--- config.mk ---
export PLATFORM = sky130hd
export DESIGN_NAME = pgwalk_top
export DESIGN_NICKNAME = d
export VERILOG_FILES = /design/src/rtl/pgwalk_pkg.sv /design/src/rtl/pgwalk_addr.sv /design/src/rtl/pgwalk_check.sv /design/src/rtl/pgwalk_fsm.sv /design/src/rtl/pgwalk_top.sv
export SDC_FILE = /design/constraint.sdc
export NUM_CORES = 1
export LEC_CHECK = 0
export CAP_MARGIN = 25
export CORE_MARGIN = 1.5
export CORE_UTILIZATION = 25
export CTS_BUF_LIST = sky130_fd_sc_hd__clkbuf_2 sky130_fd_sc_hd__clkbuf_4 sky130_fd_sc_hd__clkbuf_8
export CTS_CLUSTER_SIZE = 40
export DETAILED_ROUTE_END_ITERATION = 10
export GPL_TIMING_DRIVEN = 1
export PLACE_DENSITY_LB_ADDON = 0.12
export SETUP_SLACK_MARGIN = 0.2
export SLEW_MARGIN = 20
export SYNTH_ARGS = -nofsm -noshare
export SYNTH_HDL_FRONTEND = slang
export SYNTH_SLANG_ARGS = --single-unit
--- constraint.sdc ---
create_clock -name clk -period 1.7 [get_ports clk]
set_clock_uncertainty 0.05 [all_clocks]
set_input_delay 0.34 -clock clk [delete_from_list [all_inputs] [get_ports clk]]
set_output_delay 0.34 -clock clk [all_outputs]
set_load 0.05 [all_outputs]
--- src/rtl/pgwalk_pkg.sv ---
package pgwalk_pkg;
    localparam int VA_W    = 32;
    localparam int OFF_W   = 12;
    localparam int ENT_W   = 32;
    localparam int VPN_W   = VA_W - OFF_W;
    localparam int PPN_W   = ENT_W - OFF_W;
    localparam int IDX_W   = VPN_W / 2;
    localparam int BYTE_SH = OFF_W - IDX_W;

    localparam int BIT_P  = 0;
    localparam int BIT_RW = 1;
    localparam int BIT_US = 2;
    localparam int BIT_A  = 5;
    localparam int BIT_D  = 6;
    localparam int BIT_PS = 7;
    localparam int BIT_G  = 8;

    typedef enum logic [3:0] {
        ST_IDLE, ST_READ_DIR, ST_CHECK_DIR, ST_READ_TBL,
        ST_CHECK_TBL, ST_UPDATE, ST_DONE, ST_FAULT
    } walk_state_e;

    typedef enum logic [1:0] {
        CAUSE_ABSENT = 2'd0,
        CAUSE_RW     = 2'd1,
        CAUSE_US     = 2'd2
    } fault_cause_e;
endpackage

--- src/rtl/pgwalk_addr.sv ---
module pgwalk_addr
    import pgwalk_pkg::*;
(
    input  logic [PPN_W-1:0] base_ppn,
    input  logic [VPN_W-1:0] vpn,
    input  logic [PPN_W-1:0] dir_ppn,
    output logic [ENT_W-1:0] dir_addr,
    output logic [ENT_W-1:0] tbl_addr
);
    localparam logic [BYTE_SH-1:0] ZERO_SH = '0;

    // Directory index is the upper half of the page number, table index the lower.
    assign dir_addr = {base_ppn, vpn[VPN_W-1 -: IDX_W], ZERO_SH};
    assign tbl_addr = {dir_ppn,  vpn[IDX_W-1:0],        ZERO_SH};
endmodule

--- src/rtl/pgwalk_check.sv ---
module pgwalk_check
    import pgwalk_pkg::*;
(
    input  logic [ENT_W-1:0] dir_ent,
    input  logic [ENT_W-1:0] tbl_ent,
    input  logic             acc_write,
    input  logic             acc_user,
    output logic             perm_ok,
    output fault_cause_e     perm_cause,
    output logic             eff_write,
    output logic             eff_user,
    output logic [ENT_W-1:0] dir_next,
    output logic [ENT_W-1:0] tbl_next,
    output logic             dir_wb,
    output logic             tbl_wb
);
    localparam logic [ENT_W-1:0] MASK_A = ENT_W'(1) << BIT_A;
    localparam logic [ENT_W-1:0] MASK_D = ENT_W'(1) << BIT_D;

    logic us_bad;
    logic rw_bad;

    always_comb begin
        eff_write  = dir_ent[BIT_RW] & tbl_ent[BIT_RW];
        eff_user   = dir_ent[BIT_US] & tbl_ent[BIT_US];
        us_bad     = acc_user  & ~eff_user;
        rw_bad     = acc_write & ~eff_write;
        perm_ok    = ~us_bad & ~rw_bad;
        // Privilege failure is reported ahead of a write-permission failure.
        perm_cause = us_bad ? CAUSE_US : CAUSE_RW;
        dir_next   = dir_ent | MASK_A;
        tbl_next   = tbl_ent | MASK_A | (acc_write ? MASK_D : '0);
        dir_wb     = ~dir_ent[BIT_A];
        tbl_wb     = ~tbl_ent[BIT_A] | (acc_write & ~tbl_ent[BIT_D]);
    end
endmodule

--- src/rtl/pgwalk_fsm.sv ---
module pgwalk_fsm
    import pgwalk_pkg::*;
(
    input  logic             clk,
    input  logic             rst_n,
    input  logic             req_valid,
    output logic             req_ready,
    input  logic [VPN_W-1:0] req_vpn,
    input  logic             req_write,
    input  logic             req_user,
    input  logic [PPN_W-1:0] dir_base,
    output logic             mem_req_valid,
    input  logic             mem_req_ready,
    output logic             mem_req_write,
    output logic [ENT_W-1:0] mem_req_addr,
    output logic [ENT_W-1:0] mem_req_wdata,
    input  logic             mem_rsp_valid,
    input  logic [ENT_W-1:0] mem_rsp_rdata,
    output logic [VPN_W-1:0] vpn_o,
    output logic [PPN_W-1:0] base_o,
    output logic [ENT_W-1:0] dir_ent_o,
    output logic [ENT_W-1:0] tbl_ent_o,
    output logic             acc_write_o,
    output logic             acc_user_o,
    input  logic [ENT_W-1:0] dir_addr_i,
    input  logic [ENT_W-1:0] tbl_addr_i,
    input  logic [ENT_W-1:0] dir_next_i,
    input  logic [ENT_W-1:0] tbl_next_i,
    input  logic             dir_wb_i,
    input  logic             tbl_wb_i,
    input  logic             perm_ok_i,
    input  fault_cause_e     perm_cause_i,
    output logic             walk_done,
    output logic             walk_fault,
    output fault_cause_e     fault_cause,
    output logic             fault_level
);
    walk_state_e      state_q, state_d;
    logic [VPN_W-1:0] vpn_q;
    logic [PPN_W-1:0] base_q;
    logic [ENT_W-1:0] dir_q, tbl_q;
    logic             wr_q, usr_q;
    logic             issued_q;
    logic             dir_pend_q, tbl_pend_q;
    fault_cause_e     cause_q;
    logic             level_q;
    logic             rd_back;
    logic             req_fire;

    assign rd_back  = issued_q & mem_rsp_valid;
    assign req_fire = mem_req_valid & mem_req_ready;

    // State register
    always_ff @(posedge clk) begin
        if (!rst_n) state_q <= ST_IDLE;
        else        state_q <= state_d;
    end

    // Next-state logic
    always_comb begin
        state_d = state_q;
        unique case (state_q)
            ST_IDLE:      if (req_valid) state_d = ST_READ_DIR;
            ST_READ_DIR:  if (rd_back) state_d = ST_CHECK_DIR;
            ST_CHECK_DIR: state_d = dir_q[BIT_P] ? ST_READ_TBL : ST_FAULT;
            ST_READ_TBL:  if (rd_back) state_d = ST_CHECK_TBL;
            ST_CHECK_TBL: begin
                if (!tbl_q[BIT_P] || !perm_ok_i) state_d = ST_FAULT;
                else if (dir_wb_i || tbl_wb_i)   state_d = ST_UPDATE;
                else                             state_d = ST_DONE;
            end
            ST_UPDATE:    if (mem_req_ready && !(dir_pend_q && tbl_pend_q)) state_d = ST_DONE;
            ST_DONE:      state_d = ST_IDLE;
            ST_FAULT:     state_d = ST_IDLE;
            default:      state_d = ST_IDLE;
        endcase
    end

    // Walk datapath registers
    always_ff @(posedge clk) begin
        if (!rst_n) begin
            vpn_q      <= '0;
            base_q     <= '0;
            dir_q      <= '0;
            tbl_q      <= '0;
            wr_q       <= 1'b0;
            usr_q      <= 1'b0;
            issued_q   <= 1'b0;
            dir_pend_q <= 1'b0;
            tbl_pend_q <= 1'b0;
            cause_q    <= CAUSE_ABSENT;
            level_q    <= 1'b0;
        end else begin
            unique case (state_q)
                ST_IDLE: begin
                    if (req_valid) begin
                        vpn_q  <= req_vpn;
                        base_q <= dir_base;
                        wr_q   <= req_write;
                        usr_q  <= req_user;
                    end
                end
                ST_READ_DIR, ST_READ_TBL: begin
                    if (req_fire) issued_q <= 1'b1;
                    if (rd_back) begin
                        issued_q <= 1'b0;
                        if (state_q == ST_READ_DIR) dir_q <= mem_rsp_rdata;
                        else                        tbl_q <= mem_rsp_rdata;
                    end
                end
                ST_CHECK_DIR: begin
                    if (!dir_q[BIT_P]) begin
                        cause_q <= CAUSE_ABSENT;
                        level_q <= 1'b0;
                    end
                end
                ST_CHECK_TBL: begin
                    level_q <= 1'b1;
                    if (!tbl_q[BIT_P]) begin
                        cause_q <= CAUSE_ABSENT;
                    end else if (!perm_ok_i) begin
                        cause_q <= perm_cause_i;
                    end else begin
                        dir_q      <= dir_next_i;
                        tbl_q      <= tbl_next_i;
                        dir_pend_q <= dir_wb_i;
                        tbl_pend_q <= tbl_wb_i;
                    end
                end
                ST_UPDATE: begin
                    if (mem_req_ready) begin
                        if (dir_pend_q) dir_pend_q <= 1'b0;
                        else            tbl_pend_q <= 1'b0;
                    end
                end
                default: ;
            endcase
        end
    end

    // Outputs
    always_comb begin
        req_ready     = 1'b0;
        mem_req_valid = 1'b0;
        mem_req_write = 1'b0;
        mem_req_addr  = '0;
        mem_req_wdata = '0;
        walk_done     = 1'b0;
        walk_fault    = 1'b0;
        unique case (state_q)
            ST_IDLE:     req_ready = 1'b1;
            ST_READ_DIR: begin
                mem_req_valid = ~issued_q;
                mem_req_addr  = dir_addr_i;
            end
            ST_READ_TBL: begin
                mem_req_valid = ~issued_q;
                mem_req_addr  = tbl_addr_i;
            end
            ST_UPDATE: begin
                mem_req_valid = 1'b1;
                mem_req_write = 1'b1;
                mem_req_addr  = dir_pend_q ? dir_addr_i : tbl_addr_i;
                mem_req_wdata = dir_pend_q ? dir_q : tbl_q;
            end
            ST_DONE:     walk_done  = 1'b1;
            ST_FAULT:    walk_fault = 1'b1;
            default: ;
        endcase
    end

    assign vpn_o       = vpn_q;
    assign base_o      = base_q;
    assign dir_ent_o   = dir_q;
    assign tbl_ent_o   = tbl_q;
    assign acc_write_o = wr_q;
    assign acc_user_o  = usr_q;
    assign fault_cause = cause_q;
    assign fault_level = level_q;

    assert_req_hold_R10: assert property (@(posedge clk) disable iff (!rst_n)
        mem_req_valid && !mem_req_ready |=> mem_req_valid && $stable(mem_req_addr)
            && $stable(mem_req_write) && $stable(mem_req_wdata));

    assert_busy_after_accept_R1: assert property (@(posedge clk) disable iff (!rst_n)
        req_valid && req_ready |=> !req_ready);

    assert_table_read_needs_present_dir_R3: assert property (@(posedge clk) disable iff (!rst_n)
        mem_req_valid && !mem_req_write && state_q == ST_READ_TBL |-> dir_q[BIT_P]);

    assert_wb_accessed_R8: assert property (@(posedge clk) disable iff (!rst_n)
        mem_req_valid && mem_req_write |-> mem_req_wdata[BIT_A]);

    assert_dirty_on_write_R9: assert property (@(posedge clk) disable iff (!rst_n)
        walk_done && wr_q |-> tbl_q[BIT_D]);

    assert_done_pulse_R7: assert property (@(posedge clk) disable iff (!rst_n)
        walk_done |=> !walk_done);

    assert_fault_pulse_R4: assert property (@(posedge clk) disable iff (!rst_n)
        walk_fault |=> !walk_fault && !mem_req_valid);
endmodule

--- src/rtl/pgwalk_top.sv ---
module pgwalk_top
    import pgwalk_pkg::*;
(
    input  logic             clk,
    input  logic             rst_n,
    input  logic [PPN_W-1:0] dir_base,
    input  logic             req_valid,
    output logic             req_ready,
    input  logic [VPN_W-1:0] req_vpn,
    input  logic             req_write,
    input  logic             req_user,
    output logic             mem_req_valid,
    input  logic             mem_req_ready,
    output logic             mem_req_write,
    output logic [ENT_W-1:0] mem_req_addr,
    output logic [ENT_W-1:0] mem_req_wdata,
    input  logic             mem_rsp_valid,
    input  logic [ENT_W-1:0] mem_rsp_rdata,
    output logic             fill_done,
    output logic [VPN_W-1:0] fill_vpn,
    output logic [PPN_W-1:0] fill_ppn,
    output logic             fill_global,
    output logic             fill_super,
    output logic             fill_write,
    output logic             fill_dirty,
    output logic             fill_large,
    output logic             fault_valid,
    output logic [1:0]       fault_cause,
    output logic             fault_level
);
    logic [VPN_W-1:0] vpn_w;
    logic [PPN_W-1:0] base_w;
    logic [ENT_W-1:0] dir_ent_w, tbl_ent_w;
    logic             acc_write_w, acc_user_w;
    logic [ENT_W-1:0] dir_addr_w, tbl_addr_w;
    logic [ENT_W-1:0] dir_next_w, tbl_next_w;
    logic             dir_wb_w, tbl_wb_w, perm_ok_w;
    logic             eff_write_w, eff_user_w;
    fault_cause_e     perm_cause_w, cause_w;

    pgwalk_fsm u_fsm (
        .clk           (clk),
        .rst_n         (rst_n),
        .req_valid     (req_valid),
        .req_ready     (req_ready),
        .req_vpn       (req_vpn),
        .req_write     (req_write),
        .req_user      (req_user),
        .dir_base      (dir_base),
        .mem_req_valid (mem_req_valid),
        .mem_req_ready (mem_req_ready),
        .mem_req_write (mem_req_write),
        .mem_req_addr  (mem_req_addr),
        .mem_req_wdata (mem_req_wdata),
        .mem_rsp_valid (mem_rsp_valid),
        .mem_rsp_rdata (mem_rsp_rdata),
        .vpn_o         (vpn_w),
        .base_o        (base_w),
        .dir_ent_o     (dir_ent_w),
        .tbl_ent_o     (tbl_ent_w),
        .acc_write_o   (acc_write_w),
        .acc_user_o    (acc_user_w),
        .dir_addr_i    (dir_addr_w),
        .tbl_addr_i    (tbl_addr_w),
        .dir_next_i    (dir_next_w),
        .tbl_next_i    (tbl_next_w),
        .dir_wb_i      (dir_wb_w),
        .tbl_wb_i      (tbl_wb_w),
        .perm_ok_i     (perm_ok_w),
        .perm_cause_i  (perm_cause_w),
        .walk_done     (fill_done),
        .walk_fault    (fault_valid),
        .fault_cause   (cause_w),
        .fault_level   (fault_level)
    );

    pgwalk_addr u_addr (
        .base_ppn (base_w),
        .vpn      (vpn_w),
        .dir_ppn  (dir_ent_w[ENT_W-1:OFF_W]),
        .dir_addr (dir_addr_w),
        .tbl_addr (tbl_addr_w)
    );

    pgwalk_check u_check (
        .dir_ent    (dir_ent_w),
        .tbl_ent    (tbl_ent_w),
        .acc_write  (acc_write_w),
        .acc_user   (acc_user_w),
        .perm_ok    (perm_ok_w),
        .perm_cause (perm_cause_w),
        .eff_write  (eff_write_w),
        .eff_user   (eff_user_w),
        .dir_next   (dir_next_w),
        .tbl_next   (tbl_next_w),
        .dir_wb     (dir_wb_w),
        .tbl_wb     (tbl_wb_w)
    );

    assign fault_cause = cause_w;
    assign fill_vpn    = vpn_w;
    assign fill_ppn    = tbl_ent_w[ENT_W-1:OFF_W];
    assign fill_global = tbl_ent_w[BIT_G];
    assign fill_dirty  = tbl_ent_w[BIT_D];
    assign fill_large  = dir_ent_w[BIT_PS];
    assign fill_write  = eff_write_w;
    assign fill_super  = ~eff_user_w;
endmodule

Yosys cells after proc, flatten, opt, wreduce, memory -nomap -nowiden. Index checks and enable logic that the tools add are counted.

Register bits after elaboration: 116. Input bits: 79. Output and inout bits: 117. Logic and storage cells: 123.

Equal/unequal tests: 20. Multiplexer cells: 46. Bitwise operators: 19. Reductions and logical operators: 24.

Operators with widths (number): $mux 32 (10); $pmux 32 s2 (2); $pmux 32 s3 (1); $or 32x32->32 (1); $pmux 4 s6 (1); $mux 4 (5); $eq 4x3->1 const B (4); $reduce_and 5->1 (3); $mux 1 (14); $ne 2x1->1 const B (7); $reduce_and 4->1 (3); $mux 2 (5); $ne 2x2->1 const B (5); $not 1->1 (9); $and 1x1->1 (8); $eq 4x2->1 const B (2); $pmux 1 s2 (4); $reduce_bool 2->1 (4); $mux 7 (1); $mux 6 (1); $reduce_and 2->1 (3); $reduce_and 3->1 (2); $eq 4x1->1 const B (1); $logic_not 4->1 (1); other kinds (8) (12).

Logic depth before layout (Yosys ltp).
Depth in word-level cells: 9. Mapped depth: 6. Mapped depth without buffers: 4.

Hierarchy. From an unflattened synthesis, not the netlist that was laid out.

Cell total of the unflattened synthesis: 876. Area, all modules: 6917.9 µm².

By module, submodules not included: pgwalk_fsm (times used 1, cells each 735, area each 5880.6 µm², sequential area each 2302.2 µm²); pgwalk_check (times used 1, cells each 75, area each 549.3 µm², sequential area each 0.0 µm²); pgwalk_addr (times used 1, cells each 65, area each 484.2 µm², sequential area each 0.0 µm²); pgwalk_top (times used 1, cells each 1, area each 3.8 µm², sequential area each 0.0 µm²).

Worst setup path after synthesis. No wires, ideal clock.

Path kind: register to output. Start: register u_fsm.state_q[0]. End: output mem_req_wdata[10]. Data arrival time: 1681 ps. Data required time: 1310 ps. Setup slack: -371 ps. Stages on the path, launching flop included: 5. Path through: dfxtp_1 > buf_2 > nand3b_2 > clkbuf_1 > nor2_1.

Word-level cells in the longest chain between the ends: 2.

RTL lines: start: declaration (line pgwalk_fsm.sv:38) `walk_state_e state_q, state_d;`; start signal: assignment (line pgwalk_fsm.sv:56) `else state_q <= state_d;`; $eq 4x3->1 (line pgwalk_fsm.sv:150) `unique case (state_q)`; $mux 32 (line pgwalk_fsm.sv:150); end: declaration (line pgwalk_top.sv:16) `output logic [ENT_W-1:0] mem_req_wdata,`.

No other way between the ends.

Worst setup path in the final report.
Start: register u_fsm.state_q[2]. End: output mem_req_addr[28].

Word-level cells in the longest chain between the ends: 2. Elaborated cells between the ends (all ways): 4. Those cells by class: 3 x eq/ne; 1 x mux.

RTL lines: $eq 4x3->1, or another cell as far along (line pgwalk_fsm.sv:150); $pmux 32 s3 (*) (line pgwalk_fsm.sv:150); end: declaration (line pgwalk_top.sv:15) `output logic [ENT_W-1:0] mem_req_addr,`.

Mark *: on every way between the ends. The rest lies on a longest branch, timed or not.

==> flow_summary.toml <==
[cells_and_area]
diodes = 0
nets = 1012
post-route-util_pct = 58.0
ff_latch_area_sq_um = 2350
syn2layout_area_growth_pct = 128
drive_gt1_share_pct = 66.2
multi_input_area_sq_um = 4730
n_fill_cell = 1743

[critical_path]
required_ps = 1310
path_buf_inv = 3
rrSetupSlack_ps = -390
cp_slowest_cell = "dfxtp_4"
reg2reg_from = "u_fsm.state_q[2]"
path_common_cell = "buf_12"
path_max_fanout = 5
reg2regPathDepth = 11
crit_family = "buffers and inverters"
max_stage_delay_ps = 370
critical_path_class = "flip-flop to primary output"
path_cells = "nor2b_4 -> nand2b_4 -> a21boi_4 -> buf_12 -> buf_8 -> a22o_4 -> buf_12"
endpoint_kind = "primary output"
critPathLaunchType = "flip-flop"
reg2reg_to = "u_fsm.tbl_ent_o[30]"
critPathArrivalTime_ps = 1790

[die]
initial_utilization_pct = 25.5
die_h_microns = 150
die_area_sq_um = 22400
placeableCoreArea_sq_um = 21100
io_pins = 196
die_x_microns = 150
row_count = 53

[power]
pwr-share-seq_pct = 25.4
power_frac_clock_pct = 20.2
p_sw_share_pct = 40.5
vdd_drop_max_v = 0.000921
share_comb_of_total_power_pct = 54.4
p_leak_nw = 4.62
power_mw = 13.5
power_density_nw_per_um2 = 1100
p_int_mw = 8.03
power_switching_mw = 5.46

[clock_tree]
clk_path_buf_depth = 2
clkTransAtPathRegs_ps = 70
cts_inserted_buffers = 17
clk_latency_ps = 450
cts_tree = "done"
cts.sinks = 115
root_buffer = "clkbuf_8"
htree_levels = 4

[placement]
port_buffers = 193
place.gp.congestion = 0.810
dp_hpwl_mm = 14.2

[flow_run]
cap_viol_max_count = 0

[synth]
async_flop_share_pct = 0
yosys.area.top_type = "dfxtp_1"
ys_types = 45
ys_seq_elements = 115
synth_edf_count = 0
syn_area_sq_um = 5380
ys.flop_type = "dfxtp_1"
synthMostInstantiatedCell = "nand2_1"
seq_area_frac_synth_pct = 42.8
synth.avg_cell_area_sq_um = 7.83
ys.warnings.count = 0
synthTopCellsByArea = "dfxtp_1, nand2_1, a21oi_1"
synth_top_cells_by_count = "nand2_1, dfxtp_1, a21oi_1"
synth_top_area_share_pct = 42.8
synthCells = 687

[global_route]
grt_pass1_vias = 6123
grt_pass1_wl_mm = 35.4
overflow = 0
grt_max_degree = 66
antenna_found_initial = 1
grt_usage_pct = 21.0

[route]
vias = 5957
drc = 0
drt-total-wl_mm = 24.2
first_pass_iters = 4
wire_per_inst_microns = 19.9
avgViaCountPerCell = 4.88
drt-initial-drc-count = 233
antenna_left = 0

[sta]
report.final.setup_viol = 175
worst_slack_ps = -481
fin_crit_ps = 2180
tightest_slew_ps = 503
rsz0062_at_grt = "yes"
timing.hold.ws_ps = 400
hold_viol = 0
slew_headroom_pct = 66.4
min_period_over_period_pct = 128
timing.fmax_ghz = 0.459
slew_violations = 0

[min_path]
hold_end = "u_fsm.base_o[2]"
min_path_type = "input pin to flip-flop"
hold_path_startpoint = "dir_base[2]"
worstHoldPathCells = 3

[status]
outcome = "complete, but fails checks"
violations = "negative setup slack"
worst max path at each step:
stage | start | endpoint | slack [ps] | cells past startpoint
6_report | u_fsm.state_q[2] | mem_req_addr[28] | -480 | 7
5_1_grt | u_fsm.state_q[2] | mem_req_addr[25] | -570 | 7
4_1_cts | u_fsm.state_q[2] | mem_req_addr[28] | -510 | 7
3_5_place_dp | mem_rsp_valid | u_fsm.tbl_ent_o[17] | -220 | 6
3_3_place_gp | mem_rsp_valid | u_fsm.tbl_ent_o[15] | -180 | 6
2_1_floorplan | u_fsm.state_q[0] | u_fsm.base_o[19] | 70 | 6
cells by family (layout without fill, tap and decap cells):
logic type             Yosys count  in the layout  share of synthesized area (%)
AO/OA/AOI/OAI                  161            161                           19.2
XOR/XNOR                         1              1                          0.163
buffers and inverters           85            343                           8.47
flip-flops                     115            115                           42.8
multiplexers                    35             35                           6.52
other                            1              2                         0.0697
AND/OR/NAND/NOR                289            289                           22.7
routing by layer:
metal	global-route usage [%]	wire, microns
met2	34.8	12400
met4	6.09	382
met3	4.57	1300
met5	0	0
met1	27.3	10200
what timing repair did:
action,4_1_cts,5_1_grt
endpoints found under the setup margin,181,210
resized for setup,283,234
cloned,20,2
hold buffers,0,0
setup buffers,39,6
pin swaps,88,96
power by group through the flow:
stage / Clock [mW] / Combinational [mW] / Sequential (mW)
finish: 2.72 / 7.34 / 3.42
global placement: 0 / 4.74 / 3.35
CTS: 2.77 / 6.71 / 3.37
detailed placement: 0 / 4.78 / 3.38
floorplan: 0 / 2.69 / 3.68
global route: 2.91 / 7.67 / 3.46
placed cells by master (no fill, tap or decap), types with 4 or more instances in the layout:
| cell | count |
|---|---|
| mux2i_2 | 16 |
| dfxtp_2 | 20 |
| a21oi_2 | 77 |
| clkinv_2 | 6 |
| a21boi_2 | 9 |
| dfxtp_1 | 89 |
| clkbuf_8 | 19 |
| a22o_4 | 30 |
| nand2_1 | 58 |
| a21boi_1 | 11 |
| o21ai_1 | 4 |
| mux2i_4 | 15 |
| buf_4 | 50 |
| buf_6 | 51 |
| nand2_2 | 30 |
| mux2i_1 | 4 |
| clkdlybuf4s50_1 | 78 |
| nand3_1 | 36 |
| buf_12 | 99 |
| nand2_4 | 101 |
| nor2_4 | 36 |
| a21oi_1 | 8 |
| dfxtp_4 | 6 |
| buf_16 | 20 |
metrics by stage:
step | TNS, ps | setup WS, ps | cells | instance area [sq um]
2_1_floorplan | 0 | 68.8 | 688 | 6120
3_3_place_gp | -6370 | -177 | 1122 | 8940
3_5_place_dp | -7370 | -217 | 1122 | 8940
4_1_cts | -53450 | -510 | 1213 | 11200
5_1_grt | -70250 | -575 | 1221 | 12200
6_report | -58520 | -481 | 1221 | 12200
final cells by class:
cell class | instances | area share (%)
clock inverter | 13 | 1.29
multi-input combinational | 488 | 38.7
inverter | 8 | 0.307
tap | 275 | 2.81
timing repair buffer | 303 | 35.6
clock buffer | 19 | 2.14
sequential | 115 | 19.2
flip-flops by register name (all words and copies together), names as in the netlist:
signal / cells
u_fsm.acc_user_o: 1
u_fsm.acc_write_o: 1
u_fsm.base_o: 20
u_fsm.dir_ent_o: 32
u_fsm.dir_pend_q: 1
u_fsm.fault_cause: 2
u_fsm.fault_level: 1
u_fsm.issued_q: 1
u_fsm.state_q: 3
u_fsm.tbl_ent_o: 32
u_fsm.tbl_pend_q: 1
u_fsm.vpn_o: 20
worst register-to-register path, stage by stage, from the launching register on:
cell and delay, ps:
dfxtp_4 360, buf_12 130, buf_6 110, buf_8 120, buf_6 120, and3b_2 270, buf_6 120, and3_4 280
buf_6 140, buf_16 140, nand2_4 60, a21oi_2 120
No activity file was read; power rests on OpenSTA's default activity.
